File: src/rtl/wdr_pkg.sv
package wdr_pkg;
  localparam int DLY_W   = 3;
  localparam int MODE_W  = 3;
  localparam int LOCK_B  = 0;
  localparam int MODE_LO = 1;
  localparam int STAT_B  = 4;
  localparam int DLY_LO  = 6;
  localparam int DATA_W  = 32;
  localparam logic [DLY_W-1:0] DLY_RST = 3'b100;

  typedef enum logic [MODE_W-1:0] {
    MODE_NONE     = 3'b000,
    MODE_LRST     = 3'b010,
    MODE_NMI      = 3'b011,
    MODE_NMI_LRST = 3'b100,
    MODE_SRST     = 3'b101
  } mode_e;
endpackage

File: src/rtl/wdr_chan_cfg.sv
module wdr_chan_cfg
  import wdr_pkg::*;
(
  input  logic              clk,
  input  logic              rst_n,
  input  logic              wr_hit,
  input  logic [DATA_W-1:0] wr_data,
  input  logic              evt,
  output logic [DLY_W-1:0]  dly,
  output logic [MODE_W-1:0] mode,
  output logic              lock,
  output logic              stat
);
  logic [DLY_W-1:0]  dly_q, dly_d;
  logic [MODE_W-1:0] mode_q, mode_d;
  logic              lock_q, lock_d, stat_q, stat_d;

  always_comb begin
    dly_d  = dly_q;
    mode_d = mode_q;
    lock_d = lock_q;
    stat_d = stat_q;
    if (wr_hit) begin
      if (!lock_q) begin
        dly_d  = wr_data[DLY_LO +: DLY_W];
        mode_d = wr_data[MODE_LO +: MODE_W];
        lock_d = wr_data[LOCK_B];
      end
      if (!wr_data[STAT_B]) stat_d = 1'b0;
    end
    if (evt) stat_d = 1'b1;
  end

  always_ff @(posedge clk or negedge rst_n) begin
    if (!rst_n) begin
      dly_q  <= DLY_RST;
      mode_q <= MODE_NONE;
      lock_q <= 1'b0;
      stat_q <= 1'b0;
    end else begin
      dly_q  <= dly_d;
      mode_q <= mode_d;
      lock_q <= lock_d;
      stat_q <= stat_d;
    end
  end

  assign dly  = dly_q;
  assign mode = mode_q;
  assign lock = lock_q;
  assign stat = stat_q;
endmodule

File: src/rtl/wdr_chan_seq.sv
module wdr_chan_seq
  import wdr_pkg::*;
#(
  parameter int BASE_LOG2 = 8
) (
  input  logic              clk,
  input  logic              rst_n,
  input  logic              tick_en,
  input  logic              evt,
  input  logic [MODE_W-1:0] mode,
  input  logic [DLY_W-1:0]  dly,
  output logic              nmi_req,
  output logic              lrst_req,
  output logic              srst_req
);
  localparam int CNT_W = BASE_LOG2 + (1 << DLY_W) - 1;

  logic             busy_q, busy_d;
  logic [CNT_W-1:0] cnt_q, cnt_d, lim_q, lim_d;
  logic [CNT_W:0]   span, span_m1;
  logic             accept, fire;

  always_comb begin
    span    = (CNT_W+1)'(1) << (BASE_LOG2 + int'(dly));
    span_m1 = span - (CNT_W+1)'(1);
  end

  assign accept   = evt && !busy_q;
  assign fire     = busy_q && tick_en && (cnt_q == lim_q);
  assign nmi_req  = accept && ((mode == MODE_NMI) || (mode == MODE_NMI_LRST));
  assign srst_req = accept && (mode == MODE_SRST);
  assign lrst_req = (accept && (mode == MODE_LRST)) || fire;

  always_comb begin
    busy_d = busy_q;
    cnt_d  = cnt_q;
    lim_d  = lim_q;
    if (accept && (mode == MODE_NMI_LRST)) begin
      busy_d = 1'b1;
      cnt_d  = '0;
      lim_d  = span_m1[CNT_W-1:0];
    end else if (busy_q && tick_en) begin
      if (fire) busy_d = 1'b0;
      else      cnt_d  = cnt_q + 1'b1;
    end
  end

  always_ff @(posedge clk or negedge rst_n) begin
    if (!rst_n) begin
      busy_q <= 1'b0;
      cnt_q  <= '0;
      lim_q  <= '0;
    end else begin
      busy_q <= busy_d;
      cnt_q  <= cnt_d;
      lim_q  <= lim_d;
    end
  end
endmodule

File: src/rtl/wdog_rst_router.sv
module wdog_rst_router
  import wdr_pkg::*;
#(
  parameter int NUM_CH    = 6,
  parameter int BASE_LOG2 = 8,
  localparam int CH_W     = (NUM_CH > 1) ? $clog2(NUM_CH) : 1
) (
  input  logic              clk,
  input  logic              rst_n,
  input  logic              wr_en,
  input  logic [CH_W-1:0]   ch_sel,
  input  logic [DATA_W-1:0] wr_data,
  output logic [DATA_W-1:0] rd_data,
  input  logic [NUM_CH-1:0] evt_in,
  input  logic              tick_en,
  output logic              nmi_o,
  output logic              lrst_o,
  output logic              srst_o
);
  localparam int CFG_W = DLY_W + MODE_W;

  logic [1:0] rs_q;
  logic       rst_n_s;
  always_ff @(posedge clk or negedge rst_n) begin
    if (!rst_n) rs_q <= '0;
    else        rs_q <= {rs_q[0], 1'b1};
  end
  assign rst_n_s = rs_q[1];

  logic [NUM_CH-1:0][DLY_W-1:0]  dly_v;
  logic [NUM_CH-1:0][MODE_W-1:0] mode_v;
  logic [NUM_CH-1:0][CFG_W-1:0]  cfg_v;
  logic [NUM_CH-1:0] lock_v, stat_v, nmi_rv, lrst_rv, srst_rv;

  for (genvar i = 0; i < NUM_CH; i++) begin : g_ch
    logic wr_hit;
    assign wr_hit   = wr_en && (ch_sel == CH_W'(i));
    assign cfg_v[i] = {dly_v[i], mode_v[i]};

    wdr_chan_cfg u_cfg (
      .clk     (clk),
      .rst_n   (rst_n_s),
      .wr_hit  (wr_hit),
      .wr_data (wr_data),
      .evt     (evt_in[i]),
      .dly     (dly_v[i]),
      .mode    (mode_v[i]),
      .lock    (lock_v[i]),
      .stat    (stat_v[i])
    );

    wdr_chan_seq #(.BASE_LOG2(BASE_LOG2)) u_seq (
      .clk      (clk),
      .rst_n    (rst_n_s),
      .tick_en  (tick_en),
      .evt      (evt_in[i]),
      .mode     (mode_v[i]),
      .dly      (dly_v[i]),
      .nmi_req  (nmi_rv[i]),
      .lrst_req (lrst_rv[i]),
      .srst_req (srst_rv[i])
    );
  end

  always_comb begin
    rd_data = '0;
    for (int i = 0; i < NUM_CH; i++) begin
      if (ch_sel == CH_W'(i)) begin
        rd_data[DLY_LO +: DLY_W]   = dly_v[i];
        rd_data[STAT_B]            = stat_v[i];
        rd_data[MODE_LO +: MODE_W] = mode_v[i];
        rd_data[LOCK_B]            = lock_v[i];
      end
    end
  end

  logic nmi_d, lrst_d, srst_d, nmi_q, lrst_q, srst_q;
  always_comb begin
    nmi_d  = |nmi_rv;
    lrst_d = |lrst_rv;
    srst_d = |srst_rv;
  end

  always_ff @(posedge clk or negedge rst_n_s) begin
    if (!rst_n_s) begin
      nmi_q  <= 1'b0;
      lrst_q <= 1'b0;
      srst_q <= 1'b0;
    end else begin
      nmi_q  <= nmi_d;
      lrst_q <= lrst_d;
      srst_q <= srst_d;
    end
  end

  assign nmi_o  = nmi_q;
  assign lrst_o = lrst_q;
  assign srst_o = srst_q;
endmodule

File: config.mk
export PLATFORM = sky130hd
export DESIGN_NAME = wdog_rst_router
export DESIGN_NICKNAME = d
export VERILOG_FILES = /design/src/rtl/wdr_pkg.sv /design/src/rtl/wdr_chan_cfg.sv /design/src/rtl/wdr_chan_seq.sv /design/src/rtl/wdog_rst_router.sv
export SDC_FILE = /design/constraint.sdc
export NUM_CORES = 1
export LEC_CHECK = 0
export ABC_AREA = 1
export BUFFER_PORTS_ARGS = -buffer_cell sky130_fd_sc_hd__buf_2
export CORE_ASPECT_RATIO = 1.2
export CORE_MARGIN = 2
export CORE_UTILIZATION = 62
export DETAILED_ROUTE_END_ITERATION = 12
export PLACE_DENSITY = 0.81
export SLEW_MARGIN = 20
export SYNTH_ARGS = -nofsm -noshare
export SYNTH_HDL_FRONTEND = slang
export SYNTH_SLANG_ARGS = --single-unit
File: constraint.sdc
create_clock -name clk -period 8.4 [get_ports clk]
set_input_delay 0.42 -clock clk [delete_from_list [all_inputs] [get_ports clk]]
set_output_delay 0.42 -clock clk [all_outputs]
set_load 0.01 [all_outputs]
Yosys cells after proc, flatten, opt, wreduce, memory -nomap -nowiden. Cells that the tools add are included.

Flip-flop bits (word level): 239. Input port bits: 45. Output and inout bits: 35. Logic and storage cells: 302.

Add/sub/neg operators: 18. Equality and inequality tests: 47. Shift operators: 6. Mux-type cells: 67. Bitwise operators: 6. Reduce and logical (&&, ||, !) cells: 112.

Operator list (number): $mux W15 (18); $shl A1 B32 Y15 const A (6); $add A15 B1 Y15 const B (6); $eq A15 B15 Y1 (6); $sub A15 B1 Y15 const B (6); $logic_and A1 B1 Y1 (48); $reduce_and A2 Y1 (24); $eq A3 B2 Y1 const B (14); $eq A3 B3 Y1 const B (14); $mux W1 (37); $reduce_bool A2 Y1 (18); $add A4 B3 Y5 const A (6); $mux W5 (6); $mux W3 (6); $reduce_or A6 Y1 (3); $logic_or A1 B1 Y1 (12); $ne A2 B1 Y1 const B (6); $ne A2 B2 Y1 const B (6); $logic_not A1 Y1 (6); $not A1 Y1 (6); $eq A3 B1 Y1 const B (1); $logic_not A3 Y1 (1).

Depth between registers and ports, before layout. Gate-level depths: netlist of run 1.

Depth in word-level cells: 7. Mapped depth: 11. Depth with buffers taken out: 10.

Modules after synthesis. A second synthesis of run 1 with hierarchy kept.

Cells, all modules: 1897. Area total of the unflattened synthesis: 12968.7 um^2.

By module, submodules not included: wdr_chan_seq (instances 6, cells each 257, area each 1689.1 um^2, sequential area each 600.6 um^2); wdr_chan_cfg (instances 6, cells each 36, area each 329.1 um^2, sequential area each 201.4 um^2); wdog_rst_router (instances 1, cells each 139, area each 859.6 um^2, sequential area each 125.1 um^2).

Worst setup path after synthesis of run 1. OpenSTA, ideal clock, no wires.

Path kind: reg2reg. Start: reg g_ch[4].u_cfg.mode_q[1]. End: reg g_ch[4].u_seq.cnt_q[12]. Library setup time: 0.117 ns. Arrival: 1.434 ns. Data required time: 8.283 ns. Slack: 6.849 ns. Cell stages (with the launch flop): 8. Path buffers: 1. Period minus slack after synthesis: 1.551 ns. Cell sequence: dfrtp_1 nor4_4 inv_2 nand2_4 nand2_4 buf_6 nand2_1 nand2_1.

Cells in the longest elaborated chain, start to end: 4. Elaborated cells between the ends (all ways): 6. Classes of those cells: 2 x eq/ne; 1 x mux; 3 x reduce/logical.

Ends and longest elaborated chain: start: declaration (RTL line wdr_chan_cfg.sv:15) `logic [MODE_W-1:0] mode_q, mode_d;`; start signal: assignment (RTL line wdr_chan_cfg.sv:42) `mode_q <= mode_d;`; $eq A3 B3 Y1 * (RTL line wdr_chan_seq.sv:38) `if (accept && (mode == MODE_NMI_LRST)) begin`; $logic_and A1 B1 Y1 * (RTL line wdr_chan_seq.sv:38); $ne A2 B2 Y1 (no source line) or $reduce_bool A2 Y1 (tied branches); $reduce_and A2 Y1 (no source line); end signal: assignment (RTL line wdr_chan_seq.sv:55) `cnt_q <= cnt_d;`; end: declaration (RTL line wdr_chan_seq.sv:19) `logic [CNT_W-1:0] cnt_q, cnt_d, lim_q, lim_d;`.

Every way passes the cells marked *; elsewhere a longest branch is shown, timed or not. A chain may end at the register's enable or synchronous reset.

Worst setup path in the final report of run 1.
Start: reg g_ch[2].u_seq.busy_q. End: reg g_ch[2].u_seq.cnt_q[0].

Cells in the longest elaborated chain, start to end: 5. Elaborated cells between the ends (all ways): 9. Classes of those cells: 1 x eq/ne; 1 x mux; 7 x reduce/logical.

Ends and longest elaborated chain: start: declaration (RTL line wdr_chan_seq.sv:18) `logic busy_q, busy_d;`; start signal: assignment (RTL line wdr_chan_seq.sv:54) `busy_q <= busy_d;`; $logic_not A1 Y1 (RTL line wdr_chan_seq.sv:28) `assign accept = evt && !busy_q;`; $logic_and A1 B1 Y1 (RTL line wdr_chan_seq.sv:28); $logic_and A1 B1 Y1 (RTL line wdr_chan_seq.sv:38); $ne A2 B2 Y1 (no source line) or $reduce_bool A2 Y1 (tied branches); $reduce_and A2 Y1 (no source line); end signal: assignment (RTL line wdr_chan_seq.sv:55); end: declaration (RTL line wdr_chan_seq.sv:19).

Parallel ways exist; a longest one is shown, timed or not.

==> results of run 1 <==
## metrics by stage
step | cells | total power, mW | cell area, um^2
6_report | 2138 | 2.07 | 13300
3_5_place_dp | 2105 | 1.33 | 12700
3_3_place_gp | 2105 | 1.32 | 12700
4_1_cts | 2137 | 2.07 | 13300
5_1_grt | 2137 | 2.17 | 13300
2_1_floorplan | 1878 | 1.26 | 12600
## cell usage after synthesis, types with 3 or more instances
master and instances:
o21ai_1 8, buf_2 22, a21oi_1 20, nor2_2 4, xor2_1 40, clkbuf_1 14, nor4_4 3, nor2_1 217
nand3_1 195, o21ai_0 85, buf_6 3, dfrtp_1 191, nand4_1 73, buf_4 28, o22ai_1 10, buf_1 3
dfstp_2 6, nand3_2 5, ha_1 12, inv_1 186, xnor2_1 15, nand2_4 4, nor3_4 4, nand2_1 657
and2_1 3, nor3_1 17, o2111ai_1 3, nand2_2 3, inv_2 7
## sequential cells by signal (all words and copies together) (netlist names)
name	cells
g_ch.u_cfg.dly	18
g_ch.u_cfg.lock	6
g_ch.u_cfg.mode	18
g_ch.u_cfg.stat	6
g_ch.u_seq.busy_q	6
g_ch.u_seq.cnt_q	90
g_ch.u_seq.lim_q	48
lrst_o	1
nmi_o	1
rs_q	2
srst_o	1
## per-layer routing
metal | up-vias | global-route usage (%) | wire (um)
li1 | 5887 | - | -
met1 | 5543 | 38.1 | 13200
met2 | 322 | 47.5 | 14300
met3 | 53 | 6.38 | 1830
met4 | 4 | 8.56 | 535
met5 | - | 0 | 30
## report_power, final
part | internal [mW] | switching [mW]
Clock | 0.391 | 0.365
Combinational | 0.0828 | 0.159
Sequential | 1.00 | 0.0702
## what timing repair did
action,4_1_cts,5_1_grt
hold endpoints to repair,2,0
hold buffers,1,0
setup buffers,0,0
endpoints found under the setup margin,0,0
## worst register-to-register path, stage by stage (launching register included)
cell and delay [ns]:
dfrtp_1 0.40, inv_1 0.08, nand2_1 0.13, nor4_4 0.76
inv_2 0.32, nand2_1 0.41, nand2_2 0.28, nand2_1 0.13
nand2_1 0.05
## worst max path at each step
| stage | from | cells past startpoint | slack (ns) | end |
|---|---|---|---|---|
| final | g_ch[2].u_seq.busy_q$_DFFE_PN0P_ | 8 | 5.73 | g_ch[2].u_seq.cnt_q[0]$_DFFE_PN0P_ |
| after global routing | g_ch[2].u_seq.busy_q$_DFFE_PN0P_ | 8 | 5.50 | g_ch[2].u_seq.cnt_q[10]$_DFFE_PN0P_ |
| after CTS | g_ch[2].u_seq.busy_q$_DFFE_PN0P_ | 8 | 5.74 | g_ch[2].u_seq.cnt_q[12]$_DFFE_PN0P_ |
| after detailed placement | evt_in[0] | 8 | 5.53 | g_ch[0].u_seq.cnt_q[5]$_DFFE_PN0P_ |
| after global placement | evt_in[0] | 8 | 5.53 | g_ch[0].u_seq.cnt_q[5]$_DFFE_PN0P_ |
| after floorplan | rs_q[1]$_DFF_PN0_ | 0 | 2.51 | g_ch[0].u_cfg.dly[0]$_DFFE_PN0P_ |
## cell families after synthesis
group	synth area share, %
XOR/XNOR	3.83
adder cells (fa/ha/maj)	1.20
buffers and inverters	9.20
flip-flops	39.3
AO/OA/AOI/OAI	5.51
other	0.0598
AND/OR/NAND/NOR	40.9
## area by class of cell
| class | instances | area share, % |
|---|---|---|
| tap | 265 | 2.50 |
| timing repair buffer | 35 | 1.41 |
| clock inverter | 9 | 0.424 |
| clock buffer | 22 | 3.50 |
| sequential | 197 | 37.2 |
| antenna | 1 | 0.0189 |
| multi-input combinational | 1415 | 49.4 |
| inverter | 194 | 5.49 |
==> results_dict.tcl, run 1 <==
set metrics [dict create \
    status "complete, no violations" \
    cp-start-kind "register" \
    synth_seq_cells 197 \
    hold_depth 3 \
    fp-row-count 57 \
    reg2reg_to "g_ch[2].u_seq.cnt_q[0]$_DFFE_PN0P_" \
    cts_buffers 17 \
    wl_per_cell_um 14.0 \
    rsz0062_at_grt "false" \
    clkSinkCount 197 \
    synth_ff_type "dfrtp_1" \
    timing.reg2reg.setup_slack_ns 5.73 \
    max-cap-violations 0 \
    yosysUniqueCellTypes 42 \
    die_h_um 160 \
    nets 1917 \
    drc 0 \
    setup_slack_ns 5.73 \
    crit_path_max_incr_delay_ns 0.75 \
    synth-async-reset-ratio_pct 100 \
    reg2reg_from "g_ch[2].u_seq.busy_q$_DFFE_PN0P_" \
    clockRootBuffer "clkbuf_16" \
    cts_resized 0 \
    cts_tree "done" \
    crit_chain "inv_1 -> nand2_1 -> nor4_4 -> inv_2 -> nand2_1 -> nand2_2 -> nand2_1 -> nand2_1" \
    via_count 11809 \
    insertion_delay_ns 0.44 \
    final_layout_size_suffix_gt1_share_pct 5.50 \
    grt.total_usage_pct 28.8 \
    grt_pass1_vias 10951 \
    synth_largest_area_cell "dfrtp_1" \
    crit_type "register to register" \
    final_cell_mix "nand2_1, nor2_1, nand3_1" \
    crit_slowest_cell "nor4_4" \
    ir_worst_vdd_v 0.000148 \
    grt_max_degree 76 \
    first_pass_iters 6 \
    ys_top_cells_by_area "dfrtp_1, nand2_1, nand3_1" \
    skew_ns 0.0140 \
    powerDensity_nw_per_um2 156 \
    layout.cells.most_common "nand2_1" \
    core_um2 20000 \
    critPathRequiredTime_ns 8.73 \
    yosysSeqAreaShare_pct 39.3 \
    grt_pass1_wl_um 50700 \
    synth_cells 1855 \
    clk_pin_slew_worst_paths_ns 0.07 \
    hold_start "evt_in[5]" \
    worst_pin_slew_ns 1.03 \
    syn_area_um2 12600 \
    ios 80 \
    p_leak_nw 6.69 \
    critPathTopFamily "simple AND/OR/NAND/NOR gates" \
    grt_overflow 0 \
    syn_to_final_growth_pct 5.65 \
    dieArea_um2 21400 \
    seqCellArea_um2 4940 \
    slew_headroom_pct 30.8 \
    yosys_warnings 0 \
    hold_viol_final 0 \
    synth_top_area_share_pct 38.0 \
    start_util_pct 62.7 \
    r2r_cells 8 \
    vias_per_cell 5.52 \
    avgSynthCellArea_um2 6.77 \
    fill_cells 1785 \
    cp_num_buf_inv 2 \
    finalSetupViolations 0 \
    dp_hpwl_um 21600 \
    whs_ns 0.186 \
    globalplace.congestion 1.03 \
    whs_endpoint "g_ch[5].u_cfg.stat$_DFFE_PN0P_" \
    wl_um 29900 \
    fmax_ghz 0.374 \
    final_core_util_pct 66.2 \
    cts-htree-levels 4 \
    dieWidth_um 134 \
    critPathCaptureType "register" \
    maxSlewViolCount 0 \
    worstPathArrival_ns 3.00 \
    finalSetupTns_ns 0 \
    io_buffers 31 \
    clock_path_buffers 2 \
    synth_edf_count 0 \
    ant_nets 0 \
    min_path_type "input pin to register" \
    antenna_found_initial 3 \
    multi_input_area_um2 6560 \
    detail_route.iter0.violations 797 \
    path_max_fanout 18 \
    dp_slack_ns 5.53 \
    finalCritPeriodShare_pct 31.8 \
    cpMostUsedCell "nand2_1" \
    period_needed_ns 2.67 \
]
Note: power is estimated with default switching activity, not from simulation.
==> run 2, diff against run 1 <==
- clock period: 8.4 -> 2.5 ns (I/O delays scaled with it)
==> run 2 against run 1 <==
Cell count increased by 1.3%; sequential power rose to 3.4 times the previous value; core utilization increased by 1.8 points; sequential share of layout area shrank 0.98 points; combinational power increased to 3.6 times the previous value; non-clock buffer count grew 27; worst setup slack got worse by 5.2 ns; sequential cell count stayed put; maximum frequency rose by 33%; largest power group unchanged.
==> results_dict.tcl, run 2 (synthesis gave the netlist of run 1 again) <==
set metrics [dict create \
    path_max_fanout 15 \
    layout.cells.most_common "nand2_1" \
    final_cell_mix "nand2_1, nor2_1, nand3_1" \
    grt_util_met2_pct 48.8 \
    p_leak_nw 6.87 \
    globalplace.congestion 0.926 \
    final_core_util_pct 68.0 \
    vias_per_cell 5.51 \
    largest_reg_flops 90 \
    insertion_delay_ns 0.44 \
    seqCellArea_um2 4940 \
    ir_worst_vdd_v 0.000513 \
    detail_route.iter0.violations 804 \
    status "complete, no violations" \
    min_path_type "input pin to register" \
    busiest_layer "met2" \
    fill_cells 1743 \
    grt_pass1_wl_um 52000 \
    clkSinkCount 197 \
    period_needed_ns 2.00 \
    setup_slack_ns 0.499 \
    worst_pin_slew_ns 0.550 \
    crit_type "register to register" \
    grt_overflow 0 \
    grt_max_degree 51 \
    dp_slack_ns 0.514 \
    drc 0 \
    finalSetupTns_ns 0 \
    largest_register "g_ch.u_seq.cnt_q" \
    nets 1944 \
    antenna_found_initial 1 \
    fmax_ghz 0.500 \
    maxSlewViolCount 0 \
    dieWidth_um 134 \
    cts_tree "done" \
    max-cap-violations 0 \
    powerDensity_nw_per_um2 537 \
    first_pass_iters 6 \
    finalCritPeriodShare_pct 80.1 \
    clock_path_buffers 2 \
    cp-start-kind "register" \
    cts_buffers 17 \
    clk_pin_slew_worst_paths_ns 0.07 \
    critPathCaptureType "register" \
    dieArea_um2 21400 \
    critPathRequiredTime_ns 2.82 \
    ios 80 \
    via_count 11926 \
    whs_ns 0.0278 \
    dp_hpwl_um 22400 \
    start_util_pct 62.7 \
    grt_pass1_vias 11194 \
    rsz0062_at_grt "false" \
    grt_util_met1_pct 38.8 \
    clockRootBuffer "clkbuf_16" \
    postCtsSetupBuffers 0 \
    skew_ns 0.0138 \
    multi_input_area_um2 6560 \
    syn_to_final_growth_pct 8.50 \
    core_um2 20000 \
    wl_per_cell_um 14.1 \
    final_layout_size_suffix_gt1_share_pct 6.21 \
    grt.total_usage_pct 29.4 \
    worstPathArrival_ns 2.32 \
    die_h_um 160 \
    finalSetupViolations 0 \
    hold_viol_final 0 \
    io_buffers 31 \
    wl_um 30500 \
    slew_headroom_pct 63.3 \
    fp-row-count 57 \
    globalRouteMet3Util_pct 5.68 \
    ant_nets 0 \
    cts-htree-levels 4 \
    reg.largest.list "g_ch.u_seq.cnt_q: 90 flops, g_ch.u_seq.lim_q: 48 flops" \
]
==> run 2: cell count changes in the layout (fill, tap and decap cells not counted), sizes merged <==
cell,before,now
clkinvlp,3,2
clkbuf,22,21
buf,34,48
dlygate4sd3,1,14
inv,193,194
clkinv,7,6
bufinv,0,3
==> run 2: report_power, final <==
group | leakage (nW) | internal (mW) | total [mW] | switching [mW]
Combinational | 4.09 | 0.303 | 0.862 | 0.559
Clock | 0.294 | 1.63 | 2.86 | 1.23
Sequential | 2.49 | 3.36 | 3.59 | 0.226
Total | 6.87 | 5.30 | 7.31 | 2.01
==> run 2: final timing paths <==
check,start,end,slack (ns),cells after the start
worst min register to register,rs_q[1]$_DFF_PN0_,g_ch[4].u_seq.lim_q[14]$_DFFE_PN0P_,0.33,0
worst max-delay path,g_ch[5].u_seq.busy_q$_DFFE_PN0P_,g_ch[5].u_seq.cnt_q[2]$_DFFE_PN0P_,0.50,6
worst min-delay path,wr_data[4],g_ch[5].u_cfg.stat$_DFFE_PN0P_,0.03,3
min in group asynchronous,rs_q[1]$_DFF_PN0_,g_ch[4].u_seq.lim_q[14]$_DFFE_PN0P_,0.33,0
max in group asynchronous,rs_q[1]$_DFF_PN0_,g_ch[0].u_cfg.dly[2]$_DFFE_PN1P_,1.44,1
worst max register to register,g_ch[5].u_seq.busy_q$_DFFE_PN0P_,g_ch[5].u_seq.cnt_q[2]$_DFFE_PN0P_,0.50,6
==> run 2: critical path, stage by stage (launching register included) <==
cell     delay [ns]
dfrtp_1        0.41
nor2_1         0.31
nand4_2        0.14
nand2_1        0.36
nand2_1        0.43
nand2_1        0.17
nand2_1        0.07
==> run 2: timing repair <==
item | CTS | global route
endpoints found under the hold margin | 19 | 0
resized for setup | 0 | 0
hold buffers | 14 | 0
==> run 2: layout make-up <==
cell class              instances  share of cell area [%]
multi-input cells            1415                    48.1
diodes                          1                  0.0184
clock buffers                  21                    3.38
well taps                     265                    2.43
inverters                     194                    5.34
flip-flops and latches        197                    36.2
clock inverters                11                    1.10
repair buffers                 62                    3.38
==> run 2: per-stage QoR <==
step / area, um^2 / cells / power, mW
after floorplan: 12700 / 1878 / 4.25
after global placement: 12900 / 2119 / 4.45
after detailed placement: 12900 / 2119 / 4.49
after CTS: 13600 / 2165 / 7.36
after global routing: 13600 / 2166 / 7.65
final: 13600 / 2166 / 7.31
==> run 2: routing by layer <==
layer	share of wire, %	wire (um)
met1	44	13400
met2	48	14700
met3	5.8	1760
met4	2.1	636
met5	0	0
